File: config.mk
export PLATFORM = sky130hd
export DESIGN_NAME = stat_srq_top
export DESIGN_NICKNAME = d
export VERILOG_FILES = /design/src/rtl/stat_pkg.sv /design/src/rtl/stat_pwr_fsm.sv /design/src/rtl/stat_opc_fsm.sv /design/src/rtl/stat_evt_reg.sv /design/src/rtl/stat_srq_sum.sv /design/src/rtl/stat_srq_top.sv
export SDC_FILE = /design/constraint.sdc
export NUM_CORES = 1
export LEC_CHECK = 0
export ABC_AREA = 1
export BUFFER_PORTS_ARGS = -buffer_cell sky130_fd_sc_hd__buf_2
export CORE_MARGIN = 8
export CORE_UTILIZATION = 40
export CTS_CLUSTER_DIAMETER = 60
export DETAILED_ROUTE_END_ITERATION = 8
export MAX_ROUTING_LAYER = met4
export PLACE_DENSITY = 0.66
export SETUP_SLACK_MARGIN = 0.02
export SLEW_MARGIN = 5
export SYNTH_ARGS = -nofsm -noshare
export SYNTH_HDL_FRONTEND = slang
export SYNTH_SLANG_ARGS = --single-unit
File: constraint.sdc
create_clock -name clk -period 1 [get_ports clk]
set_input_delay 0.1 -clock clk [delete_from_list [all_inputs] [get_ports clk]]
set_output_delay 0.1 -clock clk [all_outputs]
set_load 0.05 [all_outputs]
File: src/rtl/stat_pkg.sv
package stat_pkg;
    localparam int unsigned REG_W  = 8;
    localparam int unsigned SEL_W  = 2;

    localparam int unsigned EB_OPC  = 0;
    localparam int unsigned EB_QERR = 2;
    localparam int unsigned EB_EXE  = 4;
    localparam int unsigned EB_CME  = 5;
    localparam int unsigned EB_PON  = 7;

    localparam int unsigned SB_MAV = 4;
    localparam int unsigned SB_ESB = 5;
    localparam int unsigned SB_SRQ = 6;

    localparam logic [REG_W-1:0] EVT_USED = (REG_W'(1) << EB_OPC) | (REG_W'(1) << EB_QERR)
                                          | (REG_W'(1) << EB_EXE) | (REG_W'(1) << EB_CME)
                                          | (REG_W'(1) << EB_PON);
    localparam logic [REG_W-1:0] SEN_USED = (REG_W'(1) << SB_MAV) | (REG_W'(1) << SB_ESB);

    typedef enum logic [SEL_W-1:0] {
        RS_EVT = 2'd0,
        RS_EEN = 2'd1,
        RS_SEN = 2'd2,
        RS_STB = 2'd3
    } reg_sel_e;

    typedef enum logic {
        OPC_IDLE = 1'b0,
        OPC_WAIT = 1'b1
    } opc_state_e;

    typedef enum logic {
        PWR_INIT = 1'b0,
        PWR_RUN  = 1'b1
    } pwr_state_e;
endpackage

File: src/rtl/stat_pwr_fsm.sv
module stat_pwr_fsm
    import stat_pkg::*;
(
    input  logic clk,
    input  logic rst_n,
    output logic pon_evt
);
    pwr_state_e state_q, state_d;

    always_ff @(posedge clk or negedge rst_n) begin
        if (!rst_n) state_q <= PWR_INIT;
        else        state_q <= state_d;
    end

    always_comb begin
        state_d = state_q;
        pon_evt = 1'b0;
        unique case (state_q)
            PWR_INIT: begin
                pon_evt = 1'b1;
                state_d = PWR_RUN;
            end
            PWR_RUN: begin
                pon_evt = 1'b0;
            end
            default: state_d = PWR_RUN;
        endcase
    end

    p_pon_once_r5: assert property (@(posedge clk) disable iff (!rst_n)
        (state_q == PWR_RUN) |=> (state_q == PWR_RUN) && !pon_evt);
endmodule

File: src/rtl/stat_opc_fsm.sv
module stat_opc_fsm
    import stat_pkg::*;
(
    input  logic clk,
    input  logic rst_n,
    input  logic opc_req,
    input  logic ops_busy,
    output logic opc_evt
);
    opc_state_e state_q, state_d;

    always_ff @(posedge clk or negedge rst_n) begin
        if (!rst_n) state_q <= OPC_IDLE;
        else        state_q <= state_d;
    end

    always_comb begin
        state_d = state_q;
        opc_evt = 1'b0;
        unique case (state_q)
            OPC_IDLE: begin
                if (opc_req) state_d = OPC_WAIT;
            end
            OPC_WAIT: begin
                if (!ops_busy) begin
                    opc_evt = 1'b1;
                    state_d = OPC_IDLE;
                end
            end
            default: state_d = OPC_IDLE;
        endcase
    end

    p_opc_idle_quiet_r4: assert property (@(posedge clk) disable iff (!rst_n)
        (state_q == OPC_IDLE) |-> !opc_evt);
    p_opc_hold_r4: assert property (@(posedge clk) disable iff (!rst_n)
        (state_q == OPC_WAIT && ops_busy) |=> (state_q == OPC_WAIT));
endmodule

File: src/rtl/stat_evt_reg.sv
module stat_evt_reg
    import stat_pkg::*;
#(
    parameter int unsigned       W    = REG_W,
    parameter logic [W-1:0]      USED = EVT_USED
) (
    input  logic         clk,
    input  logic         rst_n,
    input  logic [W-1:0] ev_set,
    input  logic         clr,
    output logic [W-1:0] esr
);
    for (genvar i = 0; i < W; i++) begin : g_bit
        if (USED[i]) begin : g_live
            logic bit_q;
            always_ff @(posedge clk or negedge rst_n) begin
                if (!rst_n) bit_q <= 1'b0;
                else        bit_q <= (bit_q & ~clr) | ev_set[i];
            end
            assign esr[i] = bit_q;
        end else begin : g_dead
            assign esr[i] = 1'b0;
        end
    end

    p_unused_zero_r1: assert property (@(posedge clk) disable iff (!rst_n)
        (esr & ~USED) == '0);
    p_sticky_r3: assert property (@(posedge clk) disable iff (!rst_n)
        !clr |=> ((esr & $past(esr)) == $past(esr)));
    p_clear_r2: assert property (@(posedge clk) disable iff (!rst_n)
        (clr && ev_set == '0) |=> (esr == '0));
    p_survive_r10: assert property (@(posedge clk) disable iff (!rst_n)
        clr |=> ((esr & $past(ev_set & USED)) == $past(ev_set & USED)));
endmodule

File: src/rtl/stat_srq_sum.sv
module stat_srq_sum
    import stat_pkg::*;
#(
    parameter int unsigned W = REG_W
) (
    input  logic [W-1:0] esr,
    input  logic [W-1:0] ese,
    input  logic [W-1:0] sre,
    input  logic         mav,
    output logic [W-1:0] stb,
    output logic         irq
);
    logic esb;
    logic srq;

    always_comb begin
        esb = |(esr & ese);
        srq = (mav & sre[SB_MAV]) | (esb & sre[SB_ESB]);
        stb = '0;
        stb[SB_MAV] = mav;
        stb[SB_ESB] = esb;
        stb[SB_SRQ] = srq;
        irq = srq;
    end
endmodule

File: src/rtl/stat_srq_top.sv
module stat_srq_top
    import stat_pkg::*;
(
    input  logic             clk,
    input  logic             rst_n,
    input  logic             opc_req,
    input  logic             ops_busy,
    input  logic             evt_qerr,
    input  logic             evt_exe,
    input  logic             evt_cme,
    input  logic             q_nempty,
    input  logic [SEL_W-1:0] reg_sel,
    input  logic             reg_rd,
    input  logic             reg_wr,
    input  logic [REG_W-1:0] reg_wdata,
    output logic [REG_W-1:0] reg_rdata,
    output logic             irq
);
    reg_sel_e        sel;
    logic            pon_evt;
    logic            opc_evt;
    logic            clr_evt;
    logic [REG_W-1:0] ev_set;
    logic [REG_W-1:0] esr;
    logic [REG_W-1:0] ese_q;
    logic [REG_W-1:0] sre_q;
    logic [REG_W-1:0] stb;

    assign sel     = reg_sel_e'(reg_sel);
    assign clr_evt = reg_rd && (sel == RS_EVT);

    always_comb begin
        ev_set          = '0;
        ev_set[EB_OPC]  = opc_evt;
        ev_set[EB_QERR] = evt_qerr;
        ev_set[EB_EXE]  = evt_exe;
        ev_set[EB_CME]  = evt_cme;
        ev_set[EB_PON]  = pon_evt;
    end

    stat_pwr_fsm u_pwr (
        .clk     (clk),
        .rst_n   (rst_n),
        .pon_evt (pon_evt)
    );

    stat_opc_fsm u_opc (
        .clk      (clk),
        .rst_n    (rst_n),
        .opc_req  (opc_req),
        .ops_busy (ops_busy),
        .opc_evt  (opc_evt)
    );

    stat_evt_reg #(.W(REG_W), .USED(EVT_USED)) u_evt (
        .clk    (clk),
        .rst_n  (rst_n),
        .ev_set (ev_set),
        .clr    (clr_evt),
        .esr    (esr)
    );

    always_ff @(posedge clk or negedge rst_n) begin
        if (!rst_n) begin
            ese_q <= '0;
            sre_q <= '0;
        end else if (reg_wr) begin
            if (sel == RS_EEN) ese_q <= reg_wdata;
            if (sel == RS_SEN) sre_q <= reg_wdata & SEN_USED;
        end
    end

    stat_srq_sum #(.W(REG_W)) u_sum (
        .esr (esr),
        .ese (ese_q),
        .sre (sre_q),
        .mav (q_nempty),
        .stb (stb),
        .irq (irq)
    );

    always_comb begin
        reg_rdata = '0;
        unique case (sel)
            RS_EVT: reg_rdata = esr;
            RS_EEN: reg_rdata = ese_q;
            RS_SEN: reg_rdata = sre_q;
            RS_STB: reg_rdata = stb;
            default: reg_rdata = '0;
        endcase
    end

    p_sre_unused_r8: assert property (@(posedge clk) disable iff (!rst_n)
        (sre_q & ~SEN_USED) == '0);
    p_irq_needs_enable_r9: assert property (@(posedge clk) disable iff (!rst_n)
        (sre_q == '0) |-> !irq);
    p_mav_follow_r7: assert property (@(posedge clk) disable iff (!rst_n)
        (sel == RS_STB) |-> (reg_rdata[SB_MAV] == q_nempty));
endmodule

==> flow_metrics.py, run 1 <==
metrics = {
    "outcome": {
        "status": "finished, violations left",
        "violations": "setup timing",
    },
    "timing": {
        "finalHoldViolCount": 0,
        "fin_crit_ns": 1.44,
        "finalMaxSlewViolations": 0,
        "fin_ws_ns": -0.438,
        "rsz0062_at_grt": "true",
        "clock_skew_ns": 0.000308,
        "finalSetupViolCount": 9,
        "hold_ws_ns": 0.0129,
        "max_freq_mhz": 695,
        "min_period_over_period_pct": 144,
    },
    "grt": {
        "grt_pass1_vias": 852,
        "track_usage_pct": 12.1,
        "antenna_found_initial": 0,
        "grt_pass1_wl_mm": 3.73,
        "grt_max_degree": 18,
        "grt_overflow_total": 0,
    },
    "place": {
        "preCtsSetupSlack_ns": -0.182,
        "dpl-instance-area_mm2": 0.00115,
        "io_buffers": 28,
        "hpwl_mm": 1.68,
        "gp_congestion": 0.799,
    },
    "clock_tree": {
        "cts_max_path_buffers": 2,
        "numCtsBuffers": 3,
        "htreeDepth": 1,
        "clk_latency_ns": 0.29,
        "cts_tree": "built",
        "cts_num_sinks": 17,
        "root_buffer": "clkbuf_4",
        "path_clk_slew_ns": 0.10,
    },
    "synth": {
        "ys_types": 21,
        "synth_edf_count": 0,
        "synth_area_um2": 857,
        "async_flop_share_pct": 100,
        "yosys_warnings": 0,
        "synth_area_per_cell_um2": 9.02,
        "netlist_instances": 95,
        "ys_seq_elements": 17,
        "yosysSeqAreaShare_pct": 49.6,
        "synth_flop_cell": "dfrtp_1",
        "synth_nets": 115,
    },
    "floorplanning": {
        "coreArea_mm2": 0.00200,
        "die_h_um": 62.3,
        "die-area_mm2": 0.00388,
        "io_pins": 29,
        "rows": 16,
        "initial_core_util_pct": 42.8,
        "die_w_um": 62.3,
    },
    "cells_and_area": {
        "diodes": 0,
        "syn2layout_area_growth_pct": 53.4,
        "drive_above_1_share_pct": 56.9,
        "fillers": 172,
        "postLayoutCellArea_mm2": 0.00132,
        "fin_nets": 165,
    },
    "worst_setup_path": {
        "cp_data_arrival_time_ns": 1.34,
        "cp_max_fo": 2,
        "worstSetupEndpointType": "output pin",
        "start_kind": "flop",
        "worstSetupPathType": "reg2out",
        "worst_ep_required_time_ns": 0.90,
    },
    "power": {
        "leakage_nw": 0.708,
        "power.density_mw_per_mm2": 1510,
        "max-vdd-ir-drop_v": 0.000828,
    },
    "route": {
        "antenna_left": 0,
        "drt_iter0_markers": 11,
        "dr.pass1.iters": 4,
        "routed_wl_mm": 2.24,
        "vias_per_cell": 4.70,
        "wire_per_inst_um": 13.1,
        "route.detailed.drc": 0,
        "dr_total_vias": 804,
    },
    "worst_hold_path": {
        "hp-class": "in2reg",
    },
    "job": {
        "maxCapViolations": 0,
    },
}
[path summary, 6_finish.rpt]
| check | start | end | slack [ns] | depth (start not counted) |
|---|---|---|---|---|
| worst max-delay path | ese_q[4]$_DFFE_PN0P_ | reg_rdata[6] | -0.44 | 7 |
| worst min-delay path | opc_req | u_opc.state_q$_DFF_PN0_ | 0.01 | 3 |
| worst max register to register | ese_q[7]$_DFFE_PN0P_ | ese_q[7]$_DFFE_PN0P_ | 0.11 | 2 |
| worst min register to register | u_pwr.state_q$_DFF_PN0_ | u_evt.g_bit[7].g_live.bit_q$_DFF_PN0_ | 0.46 | 1 |
| max in group asynchronous | rst_n | sre_q[4]$_DFFE_PN0P_ | 0.48 | 2 |
| min in group asynchronous | rst_n | u_evt.g_bit[0].g_live.bit_q$_DFF_PN0_ | 0.25 | 2 |
[power by group]
group	leakage [nW]	internal [mW]	total, mW	switching, mW
logic	0.504	0.351	0.783	0.432
registers	0.190	0.778	0.837	0.0584
clock network	0.0150	0.155	0.367	0.212
total	0.708	1.28	1.99	0.702
[layer usage]
metal / track usage [%] / part of all wire [%] / vias to the layer above / wire length (µm)
met5: - / 0 / - / 0
met4: 3.42 / 0.76 / 0 / 17
met3: 4.12 / 5.6 / 5 / 126
met1: 13.5 / 42 / 383 / 933
li1: - / - / 395 / -
met2: 19.9 / 52 / 21 / 1160
[worst max-delay path: stages, from the launching register on]
cell and delay, ns:
dfrtp_1 0.41, nand2_1 0.08, nand3_2 0.07, o21bai_1 0.15
nand2_2 0.08, nand2_2 0.07, nand2_4 0.05, buf_8 0.14
[flip-flops by register name (all words and copies together) (netlist names)]
signal	count
u_evt.g_bit.g_live.bit_q	5
sre_q	2
u_opc.state_q	1
ese_q	8
u_pwr.state_q	1
[area by class of cell]
class	instances	area (µm²)	share of cell area, %
clock buffers	4	26.3	2.00
inverters	16	60.1	4.57
multi-input cells	61	432	32.8
flip-flops and latches	17	425	32.4
well taps	27	33.8	2.57
repair buffers	46	338	25.7
[through the flow]
step                utilization [%]  TNS (ns)  instances  power (mW)
global placement               57.3     -1.38        160        1.47
finish                         65.7     -2.20        171        1.99
CTS                            64.7     -2.24        169        1.98
global route                   65.7     -2.74        171        2.09
floorplan                         -    -0.619         95        1.26
detailed placement             57.3     -1.47        160        1.49
[cell usage after synthesis, types with 2 or more instances]
cell type	number	share of area [%]
o21ai_0	6	3.5
nor2_2	4	2.9
a21oi_2	3	3.1
o21ai_2	2	2.0
nor2_1	2	0.88
dfrtp_1	17	50
o22ai_1	2	1.5
inv_1	15	6.6
o21bai_1	4	3.5
mux2_4	3	5.3
nand2_1	24	11
nand3_1	4	2.3
[what timing repair did]
| action | CTS | global route |
|---|---|---|
| hold endpoints to repair | 18 | 0 |
| pin swaps | 11 | 3 |
| endpoints found under the setup margin | 9 | 9 |
| setup buffers | 3 | 2 |
| resized for setup | 26 | 4 |
| hold buffers | 2 | 0 |
[cell families (layout without fill, tap and decap cells)]
group / count (synthesis) / after routing / share of synthesized area [%]
AND/OR/NAND/NOR: 39 / 39 / 21.8
AO/OA/AOI/OAI: 18 / 18 / 14.6
flip-flops: 17 / 17 / 49.6
multiplexers: 3 / 3 / 5.26
other: 1 / 1 / 0.438
buffers and inverters: 17 / 66 / 8.32
[cell usage in the layout, fill, tap and decap left out, types with 4 or more instances in the layout]
cell / n
buf_2: 20
dfrtp_1: 17
nand2_1: 16
buf_4: 15
inv_1: 11
buf_6: 8
nor2_2: 6
nand2_2: 6
inv_2: 5
o21ai_2: 4
o21bai_1: 4
Power figures use the tool's default switching activity.
==> run 2: changes to the inputs <==
Settings changed: TNS_END_PERCENT set to 20.
==> run 2 against run 1 <==
- largest cell class is now flip-flops and latches
- design area shrank 1.5%
- largest power group unchanged
- critical path type unchanged
- critical path depth shrank 2
- highest routed layer unchanged
- routed wire length shrank 2.5%
- the flow still finishes with violations (setup timing)
==> flow_metrics.py, run 2 (synthesis results as in run 1) <==
metrics = {
    "clock_tree": {
        "cts_max_path_buffers": 2,
        "path_clk_slew_ns": 0.09,
        "htreeDepth": 1,
        "root_buffer": "clkbuf_4",
        "cts_num_sinks": 17,
        "numCtsBuffers": 3,
        "clk_latency_ns": 0.29,
        "cts_tree": "built",
    },
    "place": {
        "gp_congestion": 0.775,
        "hpwl_mm": 1.64,
        "placedCellCount": 159,
        "preCtsSetupSlack_ns": -0.176,
        "io_buffers": 28,
    },
    "cells_and_area": {
        "largest_register_ffs": 8,
        "final_cell_mix": "nand2_1 (20), buf_2 (20), dfrtp_1 (17), buf_4 (12)",
        "drive_above_1_share_pct": 52.4,
        "layout.cells.non_filler": 172,
        "reg_top3": "ese_q x8, u_evt.g_bit.g_live.bit_q x5, sre_q x2",
        "syn2layout_area_growth_pct": 51.1,
        "fin_nets": 166,
        "diodes": 0,
        "top_register": "ese_q",
    },
    "worst_setup_path": {
        "cp-startpoint": "ese_q[4]$_DFFE_PN0P_",
        "r2r-start": "ese_q[2]$_DFFE_PN0P_",
        "cp_data_arrival_time_ns": 1.37,
        "worstSetupEndpointType": "output pin",
        "worstSetupPathType": "reg2out",
        "cp_max_fo": 2,
        "worst_ep_required_time_ns": 0.90,
        "start_kind": "flop",
    },
    "grt": {
        "grt_pass1_wl_mm": 3.80,
        "antenna_found_initial": 0,
        "grt_use_met3_pct": 5.02,
        "grtUsageMet2_pct": 20.2,
        "grt_overflow_total": 0,
        "track_usage_pct": 12.3,
        "grt_util_met1_pct": 14.0,
        "grt_max_degree": 18,
        "grt.busiest_layer": "met2",
        "grt_pass1_vias": 861,
    },
    "power": {
        "p_clk_share_pct": 18.5,
        "leakage_nw": 0.702,
        "p_comb_share_pct": 38.5,
        "p_seq_share_pct": 43.0,
        "p_int_mw": 1.27,
        "swShare_pct": 34.5,
        "p_sw_mw": 0.669,
        "power.density_mw_per_mm2": 1500,
        "max-vdd-ir-drop_v": 0.00105,
    },
    "route": {
        "routed_wl_mm": 2.19,
        "wire_per_inst_um": 12.7,
        "dr.pass1.iters": 4,
        "drt_iter0_markers": 17,
        "route.detailed.drc": 0,
        "vias_per_cell": 4.59,
        "dr_total_vias": 789,
        "antenna_left": 0,
    },
    "job": {
        "maxCapViolations": 0,
    },
    "floorplanning": {
        "io_pins": 29,
        "rows": 16,
        "die_h_um": 62.3,
        "die_w_um": 62.3,
        "die-area_mm2": 0.00388,
        "initial_core_util_pct": 42.8,
        "coreArea_mm2": 0.00200,
    },
    "timing": {
        "max_freq_mhz": 679,
        "fin_crit_ns": 1.47,
        "hold_ws_ns": 0.0126,
        "fin_setup_tns_ns": -2.41,
        "fin_ws_ns": -0.473,
        "finalSetupViolCount": 9,
        "rsz0062_at_grt": "true",
        "min_period_over_period_pct": 147,
        "finalHoldViolCount": 0,
        "finalMaxSlewViolations": 0,
        "clock_skew_ns": 0.00190,
    },
    "worst_hold_path": {
        "hp-class": "in2reg",
        "hp-start": "evt_cme",
    },
    "outcome": {
        "violations": "setup timing",
        "status": "finished, violations left",
    },
}
[run 2: power by group through the flow]
stage,clock network [mW],logic [mW],registers [mW]
6_report,0.359,0.747,0.833
5_1_grt,0.412,0.807,0.846
4_1_cts,0.378,0.699,0.833
3_5_place_dp,0,0.606,0.843
3_3_place_gp,0,0.595,0.838
2_1_floorplan,0,0.408,0.832
[run 2: what timing repair did]
item,in CTS,in global routing
resized for setup,25,4
endpoints found under the hold margin,19,1
hold buffers,3,1
setup endpoints to repair,9,9
buffers inserted,1,4
pin swaps,6,2
[run 2: routing by layer]
| layer | wire (µm) | vias up | part of all wire [%] |
|---|---|---|---|
| met1 | 959 | 367 | 44 |
| met3 | 114 | 2 | 5.2 |
| met4 | 10 | 0 | 0.46 |
| li1 | - | 400 | - |
| met2 | 1100 | 20 | 50 |
| met5 | 0 | - | 0 |
[run 2: worst max-delay path, cell delays in order (launching register included)]
cell and delay (ns):
dfrtp_1 0.42, nand2_1 0.07, nand3_1 0.09, o21ai_0 0.19, nand4_1 0.14, buf_6 0.18
[run 2: path summary, 6_finish.rpt]
kind | slack (ns) | cells past startpoint | end
setup / recovery | -0.47 | 5 | reg_rdata[5]
hold / removal | 0.01 | 2 | u_evt.g_bit[5].g_live.bit_q$_DFF_PN0_
setup reg to reg | 0.02 | 3 | ese_q[2]$_DFFE_PN0P_
hold reg to reg | 0.43 | 1 | u_evt.g_bit[7].g_live.bit_q$_DFF_PN0_
max in group asynchronous | 0.48 | 2 | sre_q[4]$_DFFE_PN0P_
min in group asynchronous | 0.25 | 2 | ese_q[7]$_DFFE_PN0P_
[run 2: area by class of cell]
class | count | area [µm²]
Multi-Input combinational cell | 61 | 395
Sequential cell | 17 | 425
Inverter | 16 | 60.1
Clock buffer | 4 | 26.3
Tap cell | 27 | 33.8
Fill cell | 171 | 707
Timing Repair Buffer | 47 | 354
[run 2: stage by stage]
step,power (mW),cell area [µm²],util [%]
detailed placement,1.45,1110,55.6
CTS,1.91,1240,62.1
global placement,1.43,1110,55.6
global route,2.07,1290,64.7
finish,1.94,1290,64.7
floorplan,1.24,875,-
